[config.mk]
export PLATFORM = sky130hd
export DESIGN_NAME = dual_wdog_supervisor
export DESIGN_NICKNAME = d
export VERILOG_FILES = /design/src/rtl/wdg_pkg.sv /design/src/rtl/wdg_edge_qual.sv /design/src/rtl/wdg_window.sv /design/src/rtl/wdg_gate.sv /design/src/rtl/dual_wdog_supervisor.sv
export SDC_FILE = /design/constraint.sdc
export NUM_CORES = 1
export LEC_CHECK = 0
export BUFFER_PORTS_ARGS = -buffer_cell sky130_fd_sc_hd__clkbuf_2
export CAP_MARGIN = 10
export CORE_MARGIN = 5
export CORE_UTILIZATION = 49
export DETAILED_ROUTE_END_ITERATION = 6
export PLACE_DENSITY_LB_ADDON = 0.15
export SKIP_CTS_REPAIR_TIMING = 1
export SYNTH_ARGS = -nofsm -noshare
export SYNTH_HDL_FRONTEND = slang
export SYNTH_SLANG_ARGS = --single-unit
export TNS_END_PERCENT = 100
[constraint.sdc]
create_clock -name clk -period 3 [get_ports clk]
set_input_delay 0.75 -clock clk [delete_from_list [all_inputs] [get_ports clk]]
set_output_delay 0.75 -clock clk [all_outputs]
set_load 0.005 [all_outputs]
[src/rtl/wdg_pkg.sv]
`timescale 1ns/1ps
package wdg_pkg;
   // accepted-edge pulses of one heartbeat input, valid for one tick
   typedef struct packed {
      logic rise;
      logic fall;
   } wdg_edge_t;
endpackage

[src/rtl/wdg_edge_qual.sv]
`timescale 1ns/1ps
module wdg_edge_qual
   import wdg_pkg::*;
#(
   parameter int unsigned SR_LEN = 6
)(
   input  logic      clk,
   input  logic      rst_n,
   input  logic      clr,
   input  logic      tick,
   input  logic      wd_in,
   output wdg_edge_t ev
);
   localparam int unsigned HALF = SR_LEN / 2;
   // newest sample sits in bit 0: old level in the upper half, new level in the lower half
   localparam logic [SR_LEN-1:0] RISE_PAT = {{HALF{1'b0}}, {HALF{1'b1}}};
   localparam logic [SR_LEN-1:0] FALL_PAT = ~RISE_PAT;

   if (SR_LEN < 4 || (SR_LEN % 2) != 0) begin : g_bad_len
      $error("wdg_edge_qual: SR_LEN must be even and at least 4");
   end

   logic [SR_LEN-1:0] hist_q;

   always_ff @(posedge clk or negedge rst_n) begin
      if (!rst_n)
         hist_q <= '0;
      else if (clr)
         hist_q <= '0;
      else if (tick)
         hist_q <= {hist_q[SR_LEN-2:0], wd_in};
   end

   assign ev.rise = tick & ~clr & (hist_q == RISE_PAT);
   assign ev.fall = tick & ~clr & (hist_q == FALL_PAT);
endmodule

[src/rtl/wdg_window.sv]
`timescale 1ns/1ps
module wdg_window #(
   parameter int unsigned WIN_MIN   = 3,
   parameter int unsigned WIN_MAX   = 15,
   parameter int unsigned ERR_LIMIT = 120
)(
   input  logic clk,
   input  logic rst_n,
   input  logic clr,
   input  logic tick,
   input  logic edge_any,
   output logic viol,
   output logic edge_ok,
   output logic err_flag
);
   localparam int unsigned CNT_W  = $clog2(WIN_MAX + 1);
   localparam int unsigned LONG_W = $clog2(ERR_LIMIT + 1);
   localparam logic [CNT_W-1:0]  CNT_TOP   = CNT_W'(WIN_MAX);
   localparam logic [CNT_W-1:0]  SHORT_LIM = CNT_W'(WIN_MIN - 1);
   localparam logic [LONG_W-1:0] LONG_TOP  = LONG_W'(ERR_LIMIT);

   if (WIN_MIN < 2 || WIN_MIN >= WIN_MAX || ERR_LIMIT <= WIN_MAX) begin : g_bad_win
      $error("wdg_window: need 2 <= WIN_MIN < WIN_MAX < ERR_LIMIT");
   end

   logic [CNT_W-1:0]  cnt_q;
   logic [LONG_W-1:0] long_q;
   logic              err_q;
   logic              ovf, edge_take, too_short;

   // the counter-reset pulse dominates an edge arriving in the same tick
   assign ovf       = tick & ~clr & (cnt_q == CNT_TOP);
   assign edge_take = edge_any & ~ovf & ~clr;
   assign too_short = edge_take & (cnt_q < SHORT_LIM);
   assign viol      = ovf | too_short;
   assign edge_ok   = edge_take & ~too_short;
   assign err_flag  = err_q;

   always_ff @(posedge clk or negedge rst_n) begin
      if (!rst_n) begin
         cnt_q  <= '0;
         long_q <= '0;
      end else if (clr) begin
         cnt_q  <= '0;
         long_q <= '0;
      end else begin
         if (ovf || edge_take)
            cnt_q <= '0;
         else if (tick)
            cnt_q <= cnt_q + CNT_W'(1);

         if (edge_take)
            long_q <= '0;
         else if (tick && long_q != LONG_TOP)
            long_q <= long_q + LONG_W'(1);
      end
   end

   // sticky: only the power-on reset clears it
   always_ff @(posedge clk or negedge rst_n) begin
      if (!rst_n)
         err_q <= 1'b0;
      else if (tick && !clr && !edge_take && long_q == LONG_TOP)
         err_q <= 1'b1;
   end
endmodule

[src/rtl/wdg_gate.sv]
`timescale 1ns/1ps
module wdg_gate #(
   parameter int unsigned N_CH = 2
)(
   input  logic            clk,
   input  logic            rst_n,
   input  logic            clr,
   input  logic            viol,
   input  logic            edge_ok,
   input  logic [N_CH-1:0] fall_v,
   input  logic            err_flag,
   input  logic            sup_fault,
   input  logic            mr_cmd,
   input  logic            lamp_cmd,
   output logic            en_o,
   output logic            valve_on,
   output logic            motor_on,
   output logic            lamp_on,
   output logic            lamp_inv_on
);
   logic [N_CH-1:0] arm_v;
   logic            healthy;

   for (genvar ch = 0; ch < N_CH; ch++) begin : g_arm
      logic arm_q;
      always_ff @(posedge clk or negedge rst_n) begin
         if (!rst_n)
            arm_q <= 1'b0;
         else if (clr || viol)
            arm_q <= 1'b0;
         else if (edge_ok && fall_v[ch])
            arm_q <= 1'b1;
      end
      assign arm_v[ch] = arm_q;
   end

   assign healthy     = (&arm_v) & ~err_flag & ~sup_fault;
   assign en_o        = healthy;
   assign valve_on    = healthy;
   assign motor_on    = healthy & mr_cmd;
   assign lamp_inv_on = healthy & lamp_cmd;
   assign lamp_on     = ~(healthy & lamp_cmd);
endmodule

[src/rtl/dual_wdog_supervisor.sv]
`timescale 1ns/1ps
module dual_wdog_supervisor
   import wdg_pkg::*;
#(
   parameter int unsigned N_CH      = 2,
   parameter int unsigned SR_LEN    = 6,
   parameter int unsigned WIN_MIN   = 3,
   parameter int unsigned WIN_MAX   = 15,
   parameter int unsigned ERR_LIMIT = 120
)(
   input  logic            clk,
   input  logic            rst_n,
   input  logic            tick,
   input  logic            uv_rst_n,
   input  logic            sup_fault,
   input  logic [N_CH-1:0] wd_in,
   input  logic            mr_cmd,
   input  logic            lamp_cmd,
   output logic            en_o,
   output logic            valve_on,
   output logic            motor_on,
   output logic            lamp_on,
   output logic            lamp_inv_on,
   output logic            err_flag
);
   if (N_CH < 1) begin : g_bad_ch
      $error("dual_wdog_supervisor: N_CH must be at least 1");
   end

   logic            uv_clr;
   logic [N_CH-1:0] rise_v, fall_v;
   logic            edge_any, viol, edge_ok;

   assign uv_clr = ~uv_rst_n;

   for (genvar ch = 0; ch < N_CH; ch++) begin : g_ch
      wdg_edge_t ev;
      wdg_edge_qual #(.SR_LEN(SR_LEN)) u_qual (
         .clk   (clk),
         .rst_n (rst_n),
         .clr   (uv_clr),
         .tick  (tick),
         .wd_in (wd_in[ch]),
         .ev    (ev)
      );
      assign rise_v[ch] = ev.rise;
      assign fall_v[ch] = ev.fall;
   end

   assign edge_any = |(rise_v | fall_v);

   wdg_window #(
      .WIN_MIN   (WIN_MIN),
      .WIN_MAX   (WIN_MAX),
      .ERR_LIMIT (ERR_LIMIT)
   ) u_window (
      .clk      (clk),
      .rst_n    (rst_n),
      .clr      (uv_clr),
      .tick     (tick),
      .edge_any (edge_any),
      .viol     (viol),
      .edge_ok  (edge_ok),
      .err_flag (err_flag)
   );

   wdg_gate #(.N_CH(N_CH)) u_gate (
      .clk         (clk),
      .rst_n       (rst_n),
      .clr         (uv_clr),
      .viol        (viol),
      .edge_ok     (edge_ok),
      .fall_v      (fall_v),
      .err_flag    (err_flag),
      .sup_fault   (sup_fault),
      .mr_cmd      (mr_cmd),
      .lamp_cmd    (lamp_cmd),
      .en_o        (en_o),
      .valve_on    (valve_on),
      .motor_on    (motor_on),
      .lamp_on     (lamp_on),
      .lamp_inv_on (lamp_inv_on)
   );
endmodule

==> metrics.md <==
| Metric | Value |
|---|---|
| Port buffer count | 14 |
| Pins over their slew limit | 0 |
| Initial core utilization | 50.0% |
| M1 GR Usage | 17.7% |
| CP dominant cell by count | clkbuf_2 |
| R2r worst-path depth | 5 |
| Setup TNS | 0 ps |
| Initial antenna violation count | 0 |
| Layout cell share with drive strength beyond 1 | 13.6% |
| Row cnt | 19 |
| Syn nets | 145 |
| ANT cells | 0 |
| Placed cell count | 174 |
| Syn_area_per_cell | 10.2 um2 |
| Post-synth cell types | 30 |
| Die Y | 62.6 um |
| Final ANT Viol Nets | 0 |
| Switching part of the total | 22.4% |
| P_sw | 0.149 mW |
| Worst setup path startpoint | sup_fault |
| First-pass GRT wire length | 4.42 mm |
| WHS | 408 ps |
| Max-cap violations | 0 |
| Sequential-to-total area share from yosys stat | 48.0% |
| Crit path DAT | 1450 ps |
| Run status | completed |
| Number of synthesized flops with an enable pin | 0 |
| CP peak stage delay | 320 ps |
| Post-layout min period | 2200 ps |
| Critical path destination | motor_on |
| Via count | 1001 |
| Post-DP HPWL | 1.81 mm |
| Max Clk Rate | 454 MHz |
| Area grow syn2layout | 9.70% |
| Final WL | 2.48 mm |
| Reg-to-reg endpoint | u_window.long_q[4] |
| Clock Tree Root | clkbuf_4 |
| HP Class | primary input to asynchronous set/reset pin |
| Filler cell count | 257 |
| Largest net degree at the start of global routing | 27 |
| Lkg Pwr | 0.704 nW |
| Nets | 160 |
| Final GP Congestion | 0.765 |
| Critical path required time | 2250 ps |
| Clk slew on worst S/H paths | 140 ps |
| Finished Layout Cells | 178 |
| R2r startpoint | g_ch[0].u_qual.hist_q[2] |
| Skew final | 3.04 ps |
| H-tree depth | 1 |
| GRT Max-Usage Layer | met2 |
| Setup-failing EPs final | 0 |
| Most frequent cells in the layout | dfrtp_1 (26), clkbuf_2 (14), mux2i_1 (13), nor2b_1 (13) |
| Type of the worst setup path | primary input to primary output |
| CP max FO | 4 |
| Yosys warning count | 0 |
| Skew-Pair Late Insertion Delay | 330 ps |
| TritonCTS clock tree | built |
| Core area | 0.00271 mm2 |
| Critical Path Start Type | primary input |
| DRT iter0 DRCs | 42 |
| DRC Markers | 0 |
| Most common cell after layout, fill and taps aside | dfrtp_1 |
| Seq pwr share | 55.2% |
| Pwr Density | 447 mW/mm2 |
| Clock network power share | 36.7% |
| RSZ-0062 raised after global routing | no |
| Cts bufs inserted | 3 |
| Worst Setup End Kind | primary output |
| VDD IR-drop max | 0.525 mV |
| Gr ovfl total | 0 |
| Final hold vios | 0 |
| Clock Sinks | 26 |
| CP max-delay cell | nor3_1 |
| Syn Std Cell Area | 0.00136 mm2 |
| #FFs+latches synth | 26 |
| Clock Tree Buf Depth | 2 |
| Period utilisation layout | 73.4% |
| Slew margin rel. | 57.9% |
| Via-per-instance ratio | 5.62 |
| Drt wl/cell | 13.9 um |
| Via count of the first global-routing pass | 983 |
| I/O pin cnt | 15 |
| Drt pass-1 iters | 4 |
| Top FF cell, synth | dfrtp_1 |
| Async set-reset flop share out of synthesis | 100% |
| Internal | 0.516 mW |
| Die ar. | 0.00392 mm2 |
| All-Layer GR Usage | 13.8% |
| Met2 GRT Util | 21.4% |
| Total Power | 0.665 mW |
| Tightest Pin Transition | 632 ps |
| Comb pwr share | 8.1% |
| GR Util met3 | 5.22% |
| Crit path cell chain | clkbuf_2 > nor3_1 > and2_1 > clkbuf_2 |
| Worst R2R Setup Slack | 1190 ps |
| Syn Inst Count | 133 |
| Die W | 62.6 um |
[worst max-delay path: cells and delay by family]
kind                   cells  cell delay [ps]
and+or+nand+nor            2              510
buffers and inverters      2              190
[state kept, by name, summed over array words and instances, names as in the netlist]
register	flops
u_window.cnt_q	4
g_ch.u_qual.hist_q	12
u_window.err_flag	1
u_window.long_q	7
u_gate.g_arm.arm_q	2
[power groups by stage]
stage / registers [mW] / clock network, mW / logic [mW]
2_1_floorplan: 0.372 / 0 / 0.0370
3_3_place_gp: 0.373 / 0 / 0.0529
3_5_place_dp: 0.374 / 0 / 0.0548
4_1_cts: 0.367 / 0.249 / 0.0552
5_1_grt: 0.368 / 0.268 / 0.0618
6_report: 0.367 / 0.244 / 0.0539
[cells by family after synthesis]
| group | share of synthesized area [%] |
|---|---|
| XOR/XNOR | 3.88 |
| multiplexers | 9.60 |
| adder cells (fa/ha/maj) | 2.77 |
| AND/OR/NAND/NOR | 26.3 |
| buffers and inverters | 4.15 |
| flip-flops | 48.0 |
| AO/OA/AOI/OAI | 5.26 |
[synthesized netlist by cell type, types with 3 or more instances]
master | count | area (um2)
nand3_1 | 3 | 15.0
ha_1 | 3 | 37.5
nand4_1 | 4 | 25.0
mux2i_1 | 13 | 130
nor2b_1 | 13 | 81.3
dfrtp_1 | 26 | 651
nor2_1 | 12 | 45.0
nor3_1 | 9 | 45.0
nand4b_1 | 6 | 52.6
nand2_1 | 12 | 45.0
inv_1 | 5 | 18.8
xnor2_1 | 4 | 35.0
a21boi_0 | 3 | 22.5
[layer usage]
metal  vias to the layer above  wire length [um]
met5                         -                 0
met2                        37              1140
met1                       471              1140
met4                         0                29
met3                         4               169
li1                        489                 -
[cell type report]
type                       count  area [um2]  area share, %
inverter                       5        18.8           1.26
sequential                    26         651           43.8
multi-input combinational     97         648           43.6
timing repair buffer          15        77.6           5.22
tap                           31        38.8           2.61
clock inverter                 1        30.0           2.02
clock buffer                   3        22.5           1.52
[worst min-delay path by stage]
stage	start	endpoint	slack [ps]
floorplan	rst_n	g_ch[0].u_qual.hist_q[0]	450
global placement	u_window.err_flag	u_window.err_flag	470
CTS	rst_n	g_ch[1].u_qual.hist_q[4]	430
finish	rst_n	u_window.long_q[6]	410
detailed placement	u_window.err_flag	u_window.err_flag	480
global route	rst_n	u_window.long_q[1]	450
[through the flow]
| step | util, % | instance area [um2] | setup WS [ps] |
|---|---|---|---|
| 2_1_floorplan | - | 1360 | 955 |
| 3_3_place_gp | 52.9 | 1430 | 862 |
| 3_5_place_dp | 52.9 | 1430 | 790 |
| 4_1_cts | 54.8 | 1490 | 789 |
| 5_1_grt | 54.8 | 1490 | 694 |
| 6_report | 54.8 | 1490 | 798 |
Note: power is estimated with default switching activity, not from simulation.
